==> src/rtl/zbt_pkg.sv <==
`timescale 1ns/1ps
package zbt_pkg;
  typedef enum logic [1:0] {OP_IDLE = 2'd0, OP_RD = 2'd1, OP_WR = 2'd2} op_e;
  localparam int unsigned BURST_W = 2;
endpackage

==> src/rtl/zbt_burst_seq.sv <==
`timescale 1ns/1ps
module zbt_burst_seq #(
  parameter int unsigned CW = 2
) (
  input  logic [CW-1:0] base_i,
  input  logic [CW-1:0] cnt_i,
  input  logic          lin_i,
  output logic [CW-1:0] off_o
);
  always_comb begin
    if (lin_i) off_o = base_i + cnt_i;
    else       off_o = base_i ^ cnt_i;
  end
endmodule

==> src/rtl/zbt_cmd_stage.sv <==
`timescale 1ns/1ps
module zbt_cmd_stage
  import zbt_pkg::*;
#(
  parameter int unsigned AW    = 6,
  parameter int unsigned LANES = 4
) (
  input  logic             clk_i,
  input  logic             rst_ni,
  input  logic             hold_i,
  input  logic             adv_i,
  input  logic             we_i,
  input  logic             sel_i,
  input  logic             lin_i,
  input  logic [AW-1:0]    addr_i,
  input  logic [LANES-1:0] lane_we_ni,
  output op_e              op_o,
  output logic [AW-1:0]    addr_o,
  output logic [LANES-1:0] mask_o
);
  localparam int unsigned CW = BURST_W;

  op_e              op_q;
  logic [AW-1:0]    base_q;
  logic [CW-1:0]    cnt_q;
  logic             lin_q;
  logic [LANES-1:0] mask_q;
  logic [CW-1:0]    off;

  // stage-one register doubles as the burst state
  always_ff @(posedge clk_i or negedge rst_ni) begin
    if (!rst_ni) begin
      op_q   <= OP_IDLE;
      base_q <= '0;
      cnt_q  <= '0;
      lin_q  <= 1'b0;
      mask_q <= '0;
    end else if (!hold_i) begin
      mask_q <= ~lane_we_ni;
      if (!adv_i) begin
        cnt_q <= '0;
        if (sel_i) begin
          op_q   <= we_i ? OP_WR : OP_RD;
          base_q <= addr_i;
          lin_q  <= lin_i;
        end else begin
          op_q <= OP_IDLE;
        end
      end else if (op_q != OP_IDLE) begin
        cnt_q <= cnt_q + 1'b1;
      end
    end
  end

  zbt_burst_seq #(.CW(CW)) u_seq (
    .base_i (base_q[CW-1:0]),
    .cnt_i  (cnt_q),
    .lin_i  (lin_q),
    .off_o  (off)
  );

  assign op_o   = op_q;
  assign addr_o = {base_q[AW-1:CW], off};
  assign mask_o = mask_q;
endmodule

==> src/rtl/zbt_array.sv <==
`timescale 1ns/1ps
module zbt_array #(
  parameter int unsigned AW    = 6,
  parameter int unsigned LANES = 4,
  parameter int unsigned LW    = 9
) (
  input  logic                clk_i,
  input  logic                wr_en_i,
  input  logic [AW-1:0]       wr_addr_i,
  input  logic [LANES-1:0]    wr_mask_i,
  input  logic [LANES*LW-1:0] wr_data_i,
  input  logic [AW-1:0]       rd_addr_i,
  output logic [LANES*LW-1:0] rd_data_o
);
  localparam int unsigned DEPTH = 1 << AW;
  localparam int unsigned DW    = LANES * LW;

  logic [DW-1:0] mem [DEPTH];
  logic          fwd;

  always_ff @(posedge clk_i) begin
    if (wr_en_i) begin
      for (int l = 0; l < LANES; l++) begin
        if (wr_mask_i[l]) mem[wr_addr_i][l*LW +: LW] <= wr_data_i[l*LW +: LW];
      end
    end
  end

  // commit and read share an edge: bypass the lanes being written
  assign fwd = wr_en_i && (wr_addr_i == rd_addr_i);

  for (genvar g = 0; g < LANES; g++) begin : g_lane
    assign rd_data_o[g*LW +: LW] = (fwd && wr_mask_i[g]) ? wr_data_i[g*LW +: LW]
                                                         : mem[rd_addr_i][g*LW +: LW];
  end
endmodule

==> src/rtl/zbt_sram.sv <==
`timescale 1ns/1ps
module zbt_sram
  import zbt_pkg::*;
#(
  parameter int unsigned AW    = 6,
  parameter int unsigned LANES = 4,
  parameter int unsigned LW    = 9
) (
  input  logic                clk_i,
  input  logic                rst_ni,
  input  logic [AW-1:0]       addr_i,
  input  logic                adv_i,
  input  logic                we_i,
  input  logic [LANES-1:0]    lane_we_ni,
  input  logic                ce1_ni,
  input  logic                ce2_i,
  input  logic                ce3_ni,
  input  logic                lin_i,
  input  logic                sleep_i,
  input  logic                oe_ni,
  input  logic [LANES*LW-1:0] data_i,
  output logic [LANES*LW-1:0] data_o,
  output logic                data_oe_o
);
  localparam int unsigned DW = LANES * LW;

  logic             sel;
  op_e              s1_op, s2_op;
  logic [AW-1:0]    s1_addr, s2_addr;
  logic [LANES-1:0] s1_mask, s2_mask;
  logic             wr_en;
  logic [DW-1:0]    rd_data;
  logic [DW-1:0]    dout_q;

  assign sel = !ce1_ni && ce2_i && !ce3_ni;

  zbt_cmd_stage #(.AW(AW), .LANES(LANES)) u_cmd (
    .clk_i      (clk_i),
    .rst_ni     (rst_ni),
    .hold_i     (sleep_i),
    .adv_i      (adv_i),
    .we_i       (we_i),
    .sel_i      (sel),
    .lin_i      (lin_i),
    .addr_i     (addr_i),
    .lane_we_ni (lane_we_ni),
    .op_o       (s1_op),
    .addr_o     (s1_addr),
    .mask_o     (s1_mask)
  );

  assign wr_en = (s2_op == OP_WR) && !sleep_i;

  zbt_array #(.AW(AW), .LANES(LANES), .LW(LW)) u_mem (
    .clk_i     (clk_i),
    .wr_en_i   (wr_en),
    .wr_addr_i (s2_addr),
    .wr_mask_i (s2_mask),
    .wr_data_i (data_i),
    .rd_addr_i (s1_addr),
    .rd_data_o (rd_data)
  );

  always_ff @(posedge clk_i or negedge rst_ni) begin
    if (!rst_ni) begin
      s2_op   <= OP_IDLE;
      s2_addr <= '0;
      s2_mask <= '0;
      dout_q  <= '0;
    end else if (!sleep_i) begin
      s2_op   <= s1_op;
      s2_addr <= s1_addr;
      s2_mask <= s1_mask;
      if (s1_op == OP_RD) dout_q <= rd_data;
    end
  end

  assign data_o    = dout_q;
  assign data_oe_o = (s2_op == OP_RD) && !oe_ni && !sleep_i;
endmodule

==> config.mk <==
export PLATFORM = sky130hd
export DESIGN_NAME = zbt_sram
export DESIGN_NICKNAME = d
export VERILOG_FILES = /design/src/rtl/zbt_pkg.sv /design/src/rtl/zbt_burst_seq.sv /design/src/rtl/zbt_cmd_stage.sv /design/src/rtl/zbt_array.sv /design/src/rtl/zbt_sram.sv
export SDC_FILE = /design/constraint.sdc
export NUM_CORES = 2
export LEC_CHECK = 0
export BUFFER_PORTS_ARGS = -buffer_cell sky130_fd_sc_hd__buf_2
export CAP_MARGIN = 20
export CORE_MARGIN = 3
export CORE_UTILIZATION = 35
export DETAILED_ROUTE_END_ITERATION = 8
export PLACE_DENSITY_LB_ADDON = 0.25
export SYNTH_ARGS = -nofsm -noshare
export SYNTH_HDL_FRONTEND = slang
export SYNTH_SLANG_ARGS = --single-unit
==> constraint.sdc <==
create_clock -name clk_i -period 3.8 [get_ports clk_i]
set_input_delay 0 -clock clk_i [delete_from_list [all_inputs] [get_ports clk_i]]
set_output_delay 0 -clock clk_i [all_outputs]
set_load 0.005 [all_outputs]
# Yosys cells after proc, flatten, opt, wreduce, memory -nomap -nowiden
# Memories as Yosys holds them, arrays and structs flattened. A register that Yosys moved wholly into a read port is not among the register bits.
# Index checks and enable logic that the tools add are counted.
# Widths: inputs -> output; s select.
# classes
n_addsub	2
multipliers	0
n_div	0
n_lt_le_gt_ge	0
eq_ne	4
n_shift	0
muxes	17
bitwise	4
reduce_logical	15
# ops
op	n
$mux 1	12
$mux 2	5
$reduce_and 2->1	3
$logic_and 1x1->1	5
$logic_not 1->1	5
$eq 2x1->1 const B	2
$not 4->4	1
$reduce_and 3->1	1
$add 2x1->2 const B	1
$add 2x2->2	1
$eq 2x2->1 const B	1
$ne 2x1->1 const B	1
$not 1->1	2
$reduce_bool 2->1	1
$xor 2x2->2	1
# totals
register_bits	27
latchBits	0
mem_bits_rw	2304
rom_bits	0
output_inout_bits	37
word_cells	51
n_memories	1
# mem_list
memory	depth	word_bits	read_ports	rd_clocked_by_memory_dff	wr	line_no	text
u_mem.mem	64	36	1	1	1	zbt_array.sv:18	logic [DW-1:0] mem [DEPTH];

# Longest topological paths before layout
# depth
word_depth	4
depth_mapped	14

# Cells and area by module
# Synthesis repeated with hierarchy kept, for this count alone.
# hier_totals
cells_unflattened	4485
area_unflattened_um2	92429.9
# modules_own_cells
module	n_inst	cells_per_inst	area_each_um2
zbt_array	1	4321	89754.8
zbt_sram	1	106	1978.1
zbt_cmd_stage	1	53	659.4
zbt_burst_seq	1	5	37.5

# Worst setup path after synthesis
# OpenSTA, ideal clock, no wires.
# synth_path
kind	flip-flop to flip-flop
start	register u_cmd.cnt_q[0]
end	register data_o[1] (netlist name)
setup_time_ns	0.127
arrival_time_ns	2.856
slack_ns	0.817
stages_incl_launch_ff	11
path_buffers	3
synth_period_minus_slack_ns	2.983
cell_sequence	dfrtp_1 -> ha_1 -> clkbuf_1 -> inv_2 -> buf_1 -> buf_1 -> mux4_2 -> mux2i_1 -> o22ai_1 -> a21oi_1 -> o21ai_1
# synth_lines
element	line_no	text
start, declared	zbt_cmd_stage.sv:25	logic [CW-1:0] cnt_q;
start signal, assigned	zbt_cmd_stage.sv:50	cnt_q <= cnt_q + 1'b1;

==> impl_metrics.yaml <==
worst_setup_path:
  worst-endpoint-required_ns: 4.56
  cpPeakStageDelay_ns: 0.57
  crit_chain: "ha_4, inv_8, buf_12, buf_4, mux4_2, mux2i_1, o22ai_1, a21oi_1, o21ai_1"
  start_kind: "flop"
  crit_buf_inv: 3
  cp-end-kind: "flop"
  crit_type: "reg2reg"
  critical_path.top_delay_family: "buffers and inverters"
  path_max_fanout: 56
  crit_arrival_ns: 4.31
  r2r_slack_ns: 0.25
  slowest_stage: "inv_8"
synth:
  synth_nets: 5518
  synth_area_leader_cell: "edfxtp_1"
  synth-seq-cells: 2367
  synth.cell_area_um2: 94100
  synth_area_leaders: "edfxtp_1, mux4_2, mux2i_1"
  syn-instance-count: 5461
  synth_top_cell_area_share_pct: 73.5
  yosysWarnings: 0
  yosysSeqAreaShare_pct: 75.2
  ys_async_sr_fraction_pct: 2.66
  synth-edff-count: 2304
  ys.flop_type: "edfxtp_1"
  syn_area_per_cell_um2: 17.2
  synth_cell_types: 68
clocking:
  h-tree-depth: 4
  clockBufferDepth: 3
  cts_tree: "done"
  cts_resized: 0
  clock_sinks: 2367
  cts_buffers: 237
  clk_pin_slew_ns: 0.07
  clockRootBuffer: "clkbuf_16"
  clk_latency_ns: 0.90
place:
  routabilityCongestion: 0.913
  io_buffers: 92
  hpwl_um: 201000
  placed_cell_area_um2: 102000
die:
  die_w_um: 525
  die_h_um: 525
  fp-row-count: 189
  ioPinCount: 93
  core_um2: 266000
  initial_utilization_pct: 35.3
  dieArea_um2: 275000
power_and_ir_drop:
  leakage_nw: 36.0
  ir_worst_vdd_mv: 0.580
  finalPower_mw: 71.4
  powerDensity_nw_per_um2: 644
final_layout:
  finalInstanceArea_um2: 111000
  layout_common_cells: "edfxtp_1, nand2_1, buf_4"
  nNetsFinal: 6099
  final_core_util_pct: 41.6
  final_common_cell: "edfxtp_1"
  syn2layout_area_growth_pct: 17.7
  drive_above_1_share_pct: 21.1
drt:
  antenna_left: 0
  vias: 56200
  viasPerCell: 5.73
  wl_per_cell_um: 31.9
  dr.first_iter.drc_count: 8102
  drtPass1Iterations: 6
  drc: 0
  drt-total-wl_um: 313000
timing:
  tns_ns: 0
  post-route-period-util_pct: 93.5
  skew_ns: 0.0597
  rsz0062_at_grt: "false"
  slew_viol_final: 0
  worstMarginPinSlew_ns: 1.28
  max_freq_ghz: 0.282
  finalHoldViolCount: 0
  fin_crit_ns: 3.55
  maxSlewHeadroom_pct: 14.2
  setup_viol: 0
grt:
  grt_first_pass_wirelength_um: 433000
  overflow: 0
  track_usage_pct: 22.1
  grt_pass1_vias: 54200
  antenna_found_initial: 41
  grt_max_degree: 81
run:
  cap_violations: 0
outcome:
  status: "completed"
min_path:
  min_path_type: "in2reg"
-- timing repair --
item	4_1_cts	5_1_grt
endpoints found under the hold margin	2313	0
endpoints found under the setup margin	0	0
buffers inserted	0	0
hold buffers	85	0
-- worst register-to-register path, cell delays in order, from the launching register on --
cell and delay (ns):
dfrtp_1 0.45, ha_4 0.39, inv_8 0.58, buf_12 0.31
buf_4 0.28, mux4_2 0.54, mux2i_1 0.16, o22ai_1 0.13
a21oi_1 0.48, o21ai_1 0.12
-- routing by layer --
metal	vias to the layer above	GRT usage, %	part of all wire [%]	routed length [um]
met4	27	8.50	4.1	12800
met5	-	0.190	0.066	206
met2	2884	34.2	46	144000
met3	552	4.94	9.0	28100
li1	23100	-	-	-
met1	29600	30.5	41	128000
-- flip-flops by register name, indices dropped and copies added, names as in the netlist --
register / flops
u_cmd.base_q: 6
s2_mask: 4
data_o: 36
u_mem.mem: 2304
u_cmd.lin_q: 1
s2_op: 2
u_cmd.mask_o: 4
u_cmd.op_o: 2
s2_addr: 6
u_cmd.cnt_q: 2
-- worst paths after layout --
check / startpoint / end / cells after the start
min in group asynchronous: rst_ni / data_o[3] / 4
max in group asynchronous: rst_ni / u_cmd.base_q[3] / 4
worst max-delay path: u_cmd.cnt_q[0] / data_o[10] / 9
worst min-delay path: data_i[14] / u_mem.mem[51][14] / 2
worst min register to register: u_cmd.mask_o[2] / s2_mask[2] / 1
worst max register to register: u_cmd.cnt_q[0] / data_o[10] / 9
-- synthesized netlist by cell type (11+ instances only) --
| library cell | count |
|---|---|
| and3_1 | 40 |
| a21oi_1 | 114 |
| dfrtp_1 | 63 |
| o21ai_0 | 67 |
| o221ai_1 | 127 |
| nor4_1 | 24 |
| nor3_1 | 50 |
| o211a_1 | 11 |
| o21ai_1 | 31 |
| nor2_1 | 323 |
| nand4_1 | 28 |
| edfxtp_1 | 2304 |
| o211ai_1 | 28 |
| o2111ai_1 | 12 |
| a32oi_1 | 25 |
| a31oi_1 | 30 |
| mux2_2 | 45 |
| a221oi_1 | 57 |
| o22ai_1 | 36 |
| buf_4 | 15 |
| nand2_1 | 610 |
| mux2i_1 | 415 |
| a22oi_1 | 71 |
| nand3_1 | 134 |
| buf_2 | 87 |
| mux4_2 | 287 |
| or4_1 | 25 |
| a21o_1 | 15 |
| buf_1 | 58 |
| clkbuf_1 | 188 |
-- cells by family after synthesis --
| kind of cell | count (synthesis) | synth area share, % |
|---|---|---|
| mux | 748 | 11.8 |
| flops | 2367 | 75.2 |
| compound gates | 702 | 5.39 |
| buf+inv | 355 | 1.59 |
| simple gates | 1278 | 5.87 |
| fa+ha+maj | 1 | 0.0133 |
| xor+xnor | 10 | 0.124 |
-- final cells by class --
type	instances	area, um2
multi-input cells	2739	22000
diodes	15	37.5
clock buffers	301	6270
inverters	6	33.8
clock inverters	147	1510
fillers	23900	155000
repair buffers	691	5750
well taps	3533	4420
flip-flops and latches	2367	70800
-- power by group --
group	switching, mW	total (mW)	internal (mW)
Clock	10.1	23.5	13.4
Combinational	11.6	18.4	6.80
Sequential	0.595	29.5	28.9
-- through the flow --
step	setup slack, ns	hold WS [ns]	std cells
floorplan	0.817	-0.296	5461
global placement	0.313	0.165	9241
detailed placement	0.293	0.186	9246
CTS	0.280	0.0637	9779
global route	0.135	0.0137	9787
finish	0.248	0.0407	9799
(Power assumes the default switching activity.)
